==> config.mk <==
export PLATFORM = sky130hd
export DESIGN_NAME = dma_irq_status
export DESIGN_NICKNAME = d
export VERILOG_FILES = /design/src/rtl/dma_irq_pkg.sv /design/src/rtl/dma_irq_flag_bank.sv /design/src/rtl/dma_irq_read_mux.sv /design/src/rtl/dma_irq_status.sv
export SDC_FILE = /design/constraint.sdc
export NUM_CORES = 1
export LEC_CHECK = 0
export BUFFER_PORTS_ARGS = -buffer_cell sky130_fd_sc_hd__buf_2
export CAP_MARGIN = 10
export CORE_ASPECT_RATIO = 0.7
export CORE_MARGIN = 2
export CORE_UTILIZATION = 35
export CTS_CLUSTER_DIAMETER = 50
export DETAILED_ROUTE_END_ITERATION = 6
export PLACE_DENSITY = 0.71
export SLEW_MARGIN = 20
export SYNTH_ARGS = -nofsm -noshare
export SYNTH_HDL_FRONTEND = slang
export SYNTH_HIERARCHICAL = 1
export SYNTH_SLANG_ARGS = --single-unit
==> constraint.sdc <==
create_clock -name clk -period 3.35 [get_ports clk]
set_input_delay 0 -clock clk [delete_from_list [all_inputs] [get_ports clk]]
set_output_delay 0 -clock clk [all_outputs]
set_load 0.01 [all_outputs]
==> src/rtl/dma_irq_pkg.sv <==
package dma_irq_pkg;
  localparam int REG_AW = 4;

  typedef enum logic [REG_AW-1:0] {
    ADR_MERGED  = 4'd0,
    ADR_RAW_TC  = 4'd1,
    ADR_RAW_ERR = 4'd2,
    ADR_MSK_TC  = 4'd3,
    ADR_MSK_ERR = 4'd4,
    ADR_CLR_TC  = 4'd5,
    ADR_CLR_ERR = 4'd6
  } reg_adr_e;
endpackage

==> src/rtl/dma_irq_flag_bank.sv <==
// Sticky flag bank: per-bit set pulse, write-one clear, set wins on collision.
module dma_irq_flag_bank #(
  parameter int NUM_CH = 8
) (
  input  logic              clk,
  input  logic              rst,
  input  logic [NUM_CH-1:0] set_i,
  input  logic [NUM_CH-1:0] clr_i,
  output logic [NUM_CH-1:0] flag_o
);
  for (genvar i = 0; i < NUM_CH; i++) begin : g_bit
    always_ff @(posedge clk) begin
      if (rst) begin
        flag_o[i] <= 1'b0;
      end else if (set_i[i]) begin
        flag_o[i] <= 1'b1;
      end else if (clr_i[i]) begin
        flag_o[i] <= 1'b0;
      end
    end
  end
endmodule

==> src/rtl/dma_irq_read_mux.sv <==
// Registered read selection over the status views, zero-extended.
module dma_irq_read_mux
  import dma_irq_pkg::*;
#(
  parameter int NUM_CH = 8,
  parameter int DATA_W = 32
) (
  input  logic              clk,
  input  logic              rst,
  input  logic [REG_AW-1:0] addr_i,
  input  logic [NUM_CH-1:0] merged_i,
  input  logic [NUM_CH-1:0] raw_tc_i,
  input  logic [NUM_CH-1:0] raw_err_i,
  input  logic [NUM_CH-1:0] msk_tc_i,
  input  logic [NUM_CH-1:0] msk_err_i,
  output logic [DATA_W-1:0] rdata_o
);
  logic [NUM_CH-1:0] sel;

  always_comb begin
    case (addr_i)
      ADR_MERGED:  sel = merged_i;
      ADR_RAW_TC:  sel = raw_tc_i;
      ADR_RAW_ERR: sel = raw_err_i;
      ADR_MSK_TC:  sel = msk_tc_i;
      ADR_MSK_ERR: sel = msk_err_i;
      default:     sel = '0;
    endcase
  end

  always_ff @(posedge clk) begin
    if (rst) rdata_o <= '0;
    else     rdata_o <= DATA_W'(sel);
  end
endmodule

==> src/rtl/dma_irq_status.sv <==
module dma_irq_status
  import dma_irq_pkg::*;
#(
  parameter int NUM_CH = 8,
  parameter int DATA_W = 32
) (
  input  logic              clk,
  input  logic              rst,
  input  logic [NUM_CH-1:0] tc_pulse,
  input  logic [NUM_CH-1:0] err_pulse,
  input  logic [NUM_CH-1:0] tc_en,
  input  logic [NUM_CH-1:0] err_en,
  input  logic              reg_wr,
  input  logic [REG_AW-1:0] reg_addr,
  input  logic [DATA_W-1:0] reg_wdata,
  output logic [DATA_W-1:0] reg_rdata,
  output logic              irq
);
  logic [NUM_CH-1:0] tc_clr, err_clr;
  logic [NUM_CH-1:0] tc_raw, err_raw;
  logic [NUM_CH-1:0] tc_msk, err_msk, merged;

  assign tc_clr  = (reg_wr && reg_addr == ADR_CLR_TC)  ? reg_wdata[NUM_CH-1:0] : '0;
  assign err_clr = (reg_wr && reg_addr == ADR_CLR_ERR) ? reg_wdata[NUM_CH-1:0] : '0;

  dma_irq_flag_bank #(.NUM_CH(NUM_CH)) i_tc_bank (
    .clk(clk), .rst(rst), .set_i(tc_pulse), .clr_i(tc_clr), .flag_o(tc_raw)
  );

  dma_irq_flag_bank #(.NUM_CH(NUM_CH)) i_err_bank (
    .clk(clk), .rst(rst), .set_i(err_pulse), .clr_i(err_clr), .flag_o(err_raw)
  );

  assign tc_msk  = tc_raw & tc_en;
  assign err_msk = err_raw & err_en;
  assign merged  = tc_msk | err_msk;

  always_ff @(posedge clk) begin
    if (rst) irq <= 1'b0;
    else     irq <= |merged;
  end

  dma_irq_read_mux #(.NUM_CH(NUM_CH), .DATA_W(DATA_W)) i_rd (
    .clk(clk), .rst(rst), .addr_i(reg_addr),
    .merged_i(merged), .raw_tc_i(tc_raw), .raw_err_i(err_raw),
    .msk_tc_i(tc_msk), .msk_err_i(err_msk), .rdata_o(reg_rdata)
  );
endmodule

# Yosys cells after proc, flatten, opt, wreduce, memory -nomap -nowiden
# Cells that the tools add are included.
# W data, S select, Z words.
[classes]
n_reduce_logical = 20
shift = 0
bitwise = 3
eq_ne = 6
div = 0
n_mul = 0
n_mux = 35
addsub = 0
magnitude_cmp = 0
[op_table]
columns = ["operator", "n"]
rows = [
  ["$pmux W8 S5", 1],
  ["$mux W1", 32],
  ["$reduce_bool A2 Y1", 16],
  ["$and A8 B8 Y8", 2],
  ["$mux W8", 2],
  ["$eq A4 B3 Y1 const B", 3],
  ["$eq A4 B2 Y1 const B", 2],
  ["$or A8 B8 Y8", 1],
  ["$reduce_or A8 Y1", 1],
  ["$eq A4 B1 Y1 const B", 1],
  ["$logic_not A4 Y1", 1],
  ["$logic_and A1 B1 Y1", 2],
]
[word_totals]
n_memories = 0
latch_bits = 0
wordCells = 83
output_inout_bits = 33
regBits = 49
ramBits = 0
rom_bits = 0

# Depth between registers and ports, before layout
# Gate-level depths: netlist of the first run.
[depth]
depth_word = 5
mapped_depth = 5
mapped_depth_nobuf = 5

# Modules after synthesis
# Netlist of the first run, hierarchy kept.
[by_module_without_submodules]
columns = ["module", "cells_per_inst", "seq_area_each_um2", "n_inst", "area_each_um2"]
rows = [
  ["dma_irq_read_mux", 89, 160.2, 1, 787.0],
  ["dma_irq_flag_bank", 33, 160.2, 2, 381.6],
  ["dma_irq_status", 47, 20.0, 1, 371.6],
]

# Worst setup path after synthesis of the first run
# No wires, ideal clock.
[synth_path]
path_type = "reg2reg"
startpoint = "register i_tc_bank.flag_o[7]"
endpoint = "register i_rd.rdata_o[7]"
setup_slack_ns = 2.045
t_arrival_ns = 1.182
path_stages_with_launch = 5
setup_time_ns = 0.124
required_time_ns = 3.226
n_path_buf = 0
path_cell_list = "dfxtp_1 -> a22o_1 -> mux2_1 -> a222oi_1 -> nor2_1"
[synth_via]
elab_chain_len = 3
[synth_rtl]
columns = ["item", "line", "rtl"]
rows = [
  ["start, declared", "dma_irq_flag_bank.sv:9", "output logic [NUM_CH-1:0] flag_o"],
  ["start signal, assigned by index", "dma_irq_flag_bank.sv:14", "flag_o[i] <= 1'b0;"],
  ["start signal, assigned by index", "dma_irq_flag_bank.sv:16", "flag_o[i] <= 1'b1;"],
  ["start signal, assigned by index", "dma_irq_flag_bank.sv:18", "flag_o[i] <= 1'b0;"],
  ["$and A8 B8 Y8", "dma_irq_status.sv:34", "assign tc_msk = tc_raw & tc_en;"],
  ["$or A8 B8 Y8", "dma_irq_status.sv:36", "assign merged = tc_msk | err_msk;"],
  ["named net merged[7]", "dma_irq_status.sv:21", "logic [NUM_CH-1:0] tc_msk, err_msk, merged;"],
  ["$pmux W8 S5", "dma_irq_read_mux.sv:21", "case (addr_i)"],
  ["end signal, assigned", "dma_irq_read_mux.sv:33", "else rdata_o <= DATA_W'(sel);"],
  ["end, declared", "dma_irq_read_mux.sv:16", "output logic [DATA_W-1:0] rdata_o"],
]
# The timed path passes the listed nets, and every way through them passes these cells.
# A chain may end at the register's enable or synchronous reset.

# Final worst setup path of the first run
# Ends and elaborated chain as after synthesis.

==> impl_metrics.toml, run 1 <==
[critical_path]
reg2reg_from = "i_tc_bank/flag_o[7]"
cp_max_fo = 4
cp-start-kind = "flop"
worstPathArrival_ns = 1.59
reg2regPathDepth = 4
worstSetupPathType = "reg2reg"
reg2reg_slack_ns = 1.92
critical_path.endpoint_type = "flop"
reg2reg_to = "i_rd/rdata_o[7]"
crit_required_ns = 3.51

[timing]
drv_slew = 0
fmax_mhz = 698.4
timing.final.ws_setup_ns = 1.918
setup_viol = 0
final-hold-violation-count = 0
rsz0062_at_grt = "false"
tightest_slew_ns = 0.5614
fin_crit_sh = 0.4274
skew_ns = 0.005467
fin_crit_ns = 1.432
slew_headroom = 0.6257
setup_tns_ns = 0

[routing]
dr_total_vias = 1496
postRouteAntennaNets = 0
drcViolationCount = 0
totalWireLength_um = 4193
dr.pass1.iters = 4
viasPerCell = 4.387
drt-initial-drc-count = 164
wire_per_inst_um = 12.30

[hold_path]
holdPathStages = 4
hp-start = "reg_wdata[2]"
worst_hold_path.endpoint = "i_err_bank/flag_o[2]"
hold_path_class = "in2reg"

[synth]
synth_simple_gate_area_share = 0.3392
yosysTopAreaCell = "dfxtp_1"
syn_inst = 202
synthAdderAreaFrac = 0
synth_top_family_by_area = "simple AND/OR/NAND/NOR gates"
synth_mux_area_frac = 0.07487
avgSynthCellArea_um2 = 9.514
synth_edf_count = 0
synth_area_leaders = "dfxtp_1 (26%), nand2b_4 (11%), and2_1 (10%), buf_4 (9.4%), a21oi_2 (7.3%)"
mappedNetlistArea_um2 = 1922
synth_xor_area_frac = 0
synth_compound_area_frac = 0.1706
synth_seq_cells = 25
synth_top_area_frac = 0.2604
yosysUniqueCellTypes = 31
async_reset_ff_frac = 0
ys_warn_count = 6
synth_seq_area_share = 0.2604
synth_ff_type = "dfxtp_1"

[cts]
htreeDepth = 1
cts.clk_slew.worst_paths_ns = 0.09
cts_tree = "built"
clk_latency_ns = 0.27
clk_path_buf_depth = 2
cts-root-buf = "clkbuf_8"
postCtsResizedCells = 0
cts_buffers = 3
clkSinkCount = 25

[floorplanning]
initial_core_util = 0.3655
die_h_um = 66.00
io_pins = 104
rows = 22
core_um2 = 5258
die_area_um2 = 6109
die_x_um = 92.57

[final_layout]
finalNetCount = 341
drive_gt1_frac = 0.3978
antennaDiodeCount = 0
syn_to_final_growth_pct = 22.01

[outcome]
status = "finished clean"

[place]
routabilityCongestion = 0.7870
pre_cts_slack_ns = 1.917
dp_hpwl_um = 3218
port_buffers = 55

[job]
max-cap-violations = 0

[global_routing]
grt_overflow = 0
grt_pass1_vias = 1380
antenna_found_initial = 0
grt_pass1_wl_um = 6686
grt_max_degree = 23
grt_use_total = 0.1396

[power]
power.density_nw_per_um2 = 292.0
power_mw = 0.6846
p_leak_nw = 1.075
peakVddDrop_mv = 0.1450
==> cell usage after synthesis (2+ instances only) <==
library cell	instances
or4_1	2
inv_1	16
buf_4	24
nor2_1	3
buf_6	3
nand2b_4	16
a21oi_1	7
mux2i_1	2
a22o_1	8
nor4_2	2
nand2_1	4
dfxtp_1	25
a21oi_2	16
nor3b_4	3
mux2_2	9
mux2_1	2
and2_1	32
o21ai_1	3
buf_2	4
a22oi_1	5
and3b_1	6
==> metrics by stage <==
stage / std cells / util / hold WS [ns] / instance area, um2
floorplan: 225 / - / 0.06907 / 2008
global placement: 321 / 0.4069 / 0.2410 / 2140
detailed placement: 321 / 0.4069 / 0.2394 / 2140
CTS: 341 / 0.4460 / 0.1007 / 2345
global route: 341 / 0.4460 / 0.1073 / 2345
finish: 341 / 0.4460 / 0.1063 / 2345
==> kinds of logic (layout without fill, tap and decap cells) <==
logic type | count (synthesis) | in the layout
other | 1 | 24
muxes | 13 | 13
buffers and inverters | 47 | 91
AOI/OAI and AO/OA | 43 | 43
DFF | 25 | 25
and+or+nand+nor | 73 | 73
==> report_power, final <==
group / switching, mW / internal (mW) / total (mW)
sequential: 0.0206 / 0.313 / 0.334
clock: 0.0983 / 0.0852 / 0.184
combinational: 0.0794 / 0.0880 / 0.167
==> critical path, cell delays in order, from the launching register on <==
cell,delay (ns)
dfxtp_1,0.36
a22o_1,0.29
mux2_1,0.30
a222oi_1,0.30
nor2_1,0.08
==> flip-flops by register name, indices dropped and copies added, names as in the netlist <==
name,cells
i_tc_bank/flag_o,8
i_rd/rdata_o,8
i_err_bank/flag_o,8
irq,1
==> per-layer routing <==
| layer | wire (um) | global-route usage |
|---|---|---|
| met3 | 421 | 0.04219 |
| met4 | 40 | 0.03358 |
| met2 | 1786 | 0.2135 |
| met1 | 1945 | 0.1923 |
| met5 | 0 | 0 |
==> what timing repair did <==
action | CTS | global route
hold buffers | 16 | 0
setup buffers | 0 | 0
endpoints found under the hold margin | 16 | 0
==> how the worst max path moves through the flow <==
stage | start | to | slack (ns)
3_5_place_dp | reg_addr[2] | i_err_bank/flag_o[5] | 1.92
5_1_grt | i_tc_bank/flag_o[7] | i_rd/rdata_o[7] | 1.85
3_3_place_gp | reg_addr[2] | i_err_bank/flag_o[1] | 1.91
4_1_cts | i_tc_bank/flag_o[7] | i_rd/rdata_o[7] | 1.91
2_1_floorplan | i_tc_bank/flag_o[7] | i_rd/rdata_o[7] | 2.04
6_report | i_tc_bank/flag_o[7] | i_rd/rdata_o[7] | 1.92
==> layout make-up <==
class / instances / area [um2]
clock buffers: 4 / 45.04
fillers: 541 / 2913
inverters: 16 / 60.06
multi-input cells: 153 / 1214
flip-flops and latches: 25 / 500.5
well taps: 72 / 90.09
repair buffers: 71 / 435.4
==> cells in the final DEF (no fill, tap or decap), drive strengths merged, types with 4 or more instances in the layout <==
cell         instances
a22o                 8
dfxtp               25
conb                24
and3b                6
nand2                4
a22oi                5
inv                 16
dlygate4sd3         16
a21oi               23
clkbuf               4
o21ai                4
and2                32
buf                 55
nand2b              16
mux2                11
(Power assumes the default switching activity.)
==> inputs of run 2 (changes only) <==
--- a/config.mk
+++ b/config.mk
@@ -12,7 +12,7 @@
 export CORE_UTILIZATION = 35
 export CTS_CLUSTER_DIAMETER = 50
 export DETAILED_ROUTE_END_ITERATION = 6
-export PLACE_DENSITY = 0.71
+export PLACE_DENSITY = 0.74
 export SLEW_MARGIN = 20
 export SYNTH_ARGS = -nofsm -noshare
 export SYNTH_HDL_FRONTEND = slang
==> constraint.sdc (replaced) <==
create_clock -name clk -period 1.2 [get_ports clk]
set_input_delay 0 -clock clk [delete_from_list [all_inputs] [get_ports clk]]
set_output_delay 0 -clock clk [all_outputs]
set_load 0.01 [all_outputs]
==> run 2 against run 1 <==
Effect of this change: clock-buffer cell count is the same; hold slack worse by 0.0034 ns; register-to-register slack got worse by 2.0 ns; non-clock buffer count rose by 34; fmax rose by 10%; largest cell class unchanged; cell area grew 14%; first-iteration DRC count is 55% lower; sequential cell count did not move; sequential power rose to 2.8 times the previous value; the flow now finishes with violations (negative setup slack); sequential share of layout area fell by 2.0 points; clock skew fell by 0.0041 ns.
==> impl_metrics.toml, run 2 (synthesized netlist as in run 1, its figures left out) <==
[outcome]
failed_checks = "negative setup slack"
status = "complete, but fails checks"

[timing]
drv_slew = 0
timing.final.ws_setup_ns = -0.09755
fin_crit_sh = 1.081
skew_ns = 0.001416
rsz0062_at_grt = "true"
fmax_mhz = 770.7
final-hold-violation-count = 0
setup_viol = 5
fin_crit_ns = 1.298
whs_ns = 0.1029

[power]
p_leak_nw = 1.269
peakVddDrop_mv = 0.4469
swShare = 0.2879
pwr-share-seq = 0.448
power.density_nw_per_um2 = 768.4
p_comb_frac = 0.304
cellInternalPower_mw = 1.462
clockPowerShare = 0.248
power_mw = 2.053
p_sw_mw = 0.5910

[final_layout]
multiInputGateArea_um2 = 1265
final_cell_mix = "buf_2 (55), buf_4 (33), and2_1 (31), conb_1 (24), a21oi_2 (17)"
final_common_cell = "buf_2"
top_regs = "i_err_bank/flag_o (8), i_rd/rdata_o (8), i_tc_bank/flag_o (8)"
drive_gt1_frac = 0.5314
syn_to_final_growth_pct = 39.00
fillerInstances = 504
final_area_um2 = 2671
antennaDiodeCount = 0
finalNetCount = 375
regArea_um2 = 516.7

[routing]
postRouteAntennaNets = 0
viasPerCell = 4.387
dr.pass1.iters = 4
drt-initial-drc-count = 74
totalWireLength_um = 4629
dr_total_vias = 1645
drcViolationCount = 0
wire_per_inst_um = 12.34

[place]
port_buffers = 55
dpl_cell_area_um2 = 2382
routabilityCongestion = 0.8088
dp_hpwl_um = 3618

[critical_path]
reg2reg_slack_ns = -0.1
critPathMaxStageDelay_ns = 0.34
path_cells = "a22o_1 > mux2_4 > a222oi_1 > nor2_1"
crit_required_ns = 1.36
reg2reg_to = "i_rd/rdata_o[7]"
reg2regPathDepth = 4
cp_max_fo = 4
cp.buffers_inverters = 0
critPathTopFamily = "compound AO/OA/AOI/OAI gates"
worstPathArrival_ns = 1.45
reg2reg_from = "i_tc_bank/flag_o[7]"
worstSetupPathType = "reg2reg"
cp-start-kind = "flop"
cp_slowest_cell = "dfxtp_2"
critical_path.endpoint_type = "flop"

[floorplanning]
core_um2 = 5258
initial_core_util = 0.3655
rows = 22
io_pins = 104
die_area_um2 = 6109
die_x_um = 92.57
die_h_um = 66.00

[global_routing]
antenna_found_initial = 0
grt_pass1_wl_um = 7307
grt_overflow = 0
grt_max_degree = 18
grt_use_total = 0.1531
grt_pass1_vias = 1568

[cts]
clkSinkCount = 25
cts_buffers = 3
htreeDepth = 1
cts.clk_slew.worst_paths_ns = 0.09
clk_latency_ns = 0.27
cts-root-buf = "clkbuf_8"
cts_tree = "built"
clk_path_buf_depth = 2

[hold_path]
holdPathStages = 4
hold_path_class = "in2reg"
hp-start = "reg_wdata[7]"
worst_hold_path.endpoint = "i_tc_bank/flag_o[7]"

[job]
max-cap-violations = 0
-- run 2: cell count changes in the layout (fill, tap and decap cells not counted), sizes merged --
cell,change
buf,+34
-- run 2: cell type report --
type                    count  share of cell area
multi-input cells         153              0.4735
repair buffers            105              0.2600
flip-flops and latches     25              0.1934
well taps                  72             0.03372
inverters                  16             0.02248
clock buffers               4             0.01686
-- run 2: worst max-delay path by stage --
stage / slack (ns) / depth (start not counted) / start / endpoint
3_3_place_gp: -0.04 / 4 / i_tc_bank/flag_o[7] / i_rd/rdata_o[7]
6_report: -0.1 / 4 / i_tc_bank/flag_o[7] / i_rd/rdata_o[7]
4_1_cts: -0.09 / 4 / i_tc_bank/flag_o[7] / i_rd/rdata_o[7]
5_1_grt: -0.16 / 4 / i_tc_bank/flag_o[7] / i_rd/rdata_o[7]
3_5_place_dp: -0.09 / 4 / i_tc_bank/flag_o[7] / i_rd/rdata_o[7]
2_1_floorplan: -0.04 / 4 / i_tc_bank/flag_o[7] / i_rd/rdata_o[7]
-- run 2: metal layers --
layer,up-vias,share of wire,track usage
li1,838,-,-
met1,753,0.47,0.1956
met2,52,0.46,0.2664
met3,2,0.066,0.03991
met4,0,0.0063,0.02239
met5,-,0,0
-- run 2: power by group through the flow --
stage	clock [mW]	sequential, mW	combinational (mW)
after floorplan	0	0.944	0.359
after global placement	0	0.930	0.529
after detailed placement	0	0.934	0.540
after CTS	0.530	0.916	0.593
after global routing	0.565	0.926	0.680
final	0.509	0.919	0.624
-- run 2: what timing repair did --
action | in CTS | in global routing
pin swaps | 5 | 9
gates resized for setup | 8 | 15
buffers inserted | 1 | 1
endpoints found under the setup margin | 5 | 9
hold endpoints to repair | 16 | 0
hold buffers | 16 | 0
-- run 2: tightest hold or removal path, delay by kind of cell --
kind                   cells  cell delay [ns]
AOI/OAI and AO/OA          1             0.04
buffers and inverters      1             0.08
and+or+nand+nor            2             0.22
-- run 2: stage by stage --
stage / instances / worst slack [ns] / util / setup TNS, ns
3_3_place_gp: 353 / -0.03914 / 0.4531 / -0.05462
6_report: 375 / -0.09755 / 0.5081 / -0.1974
3_5_place_dp: 353 / -0.09177 / 0.4531 / -0.1532
4_1_cts: 374 / -0.08958 / 0.4967 / -0.1030
2_1_floorplan: 225 / -0.04319 / - / -0.04319
5_1_grt: 375 / -0.1571 / 0.5081 / -0.4846
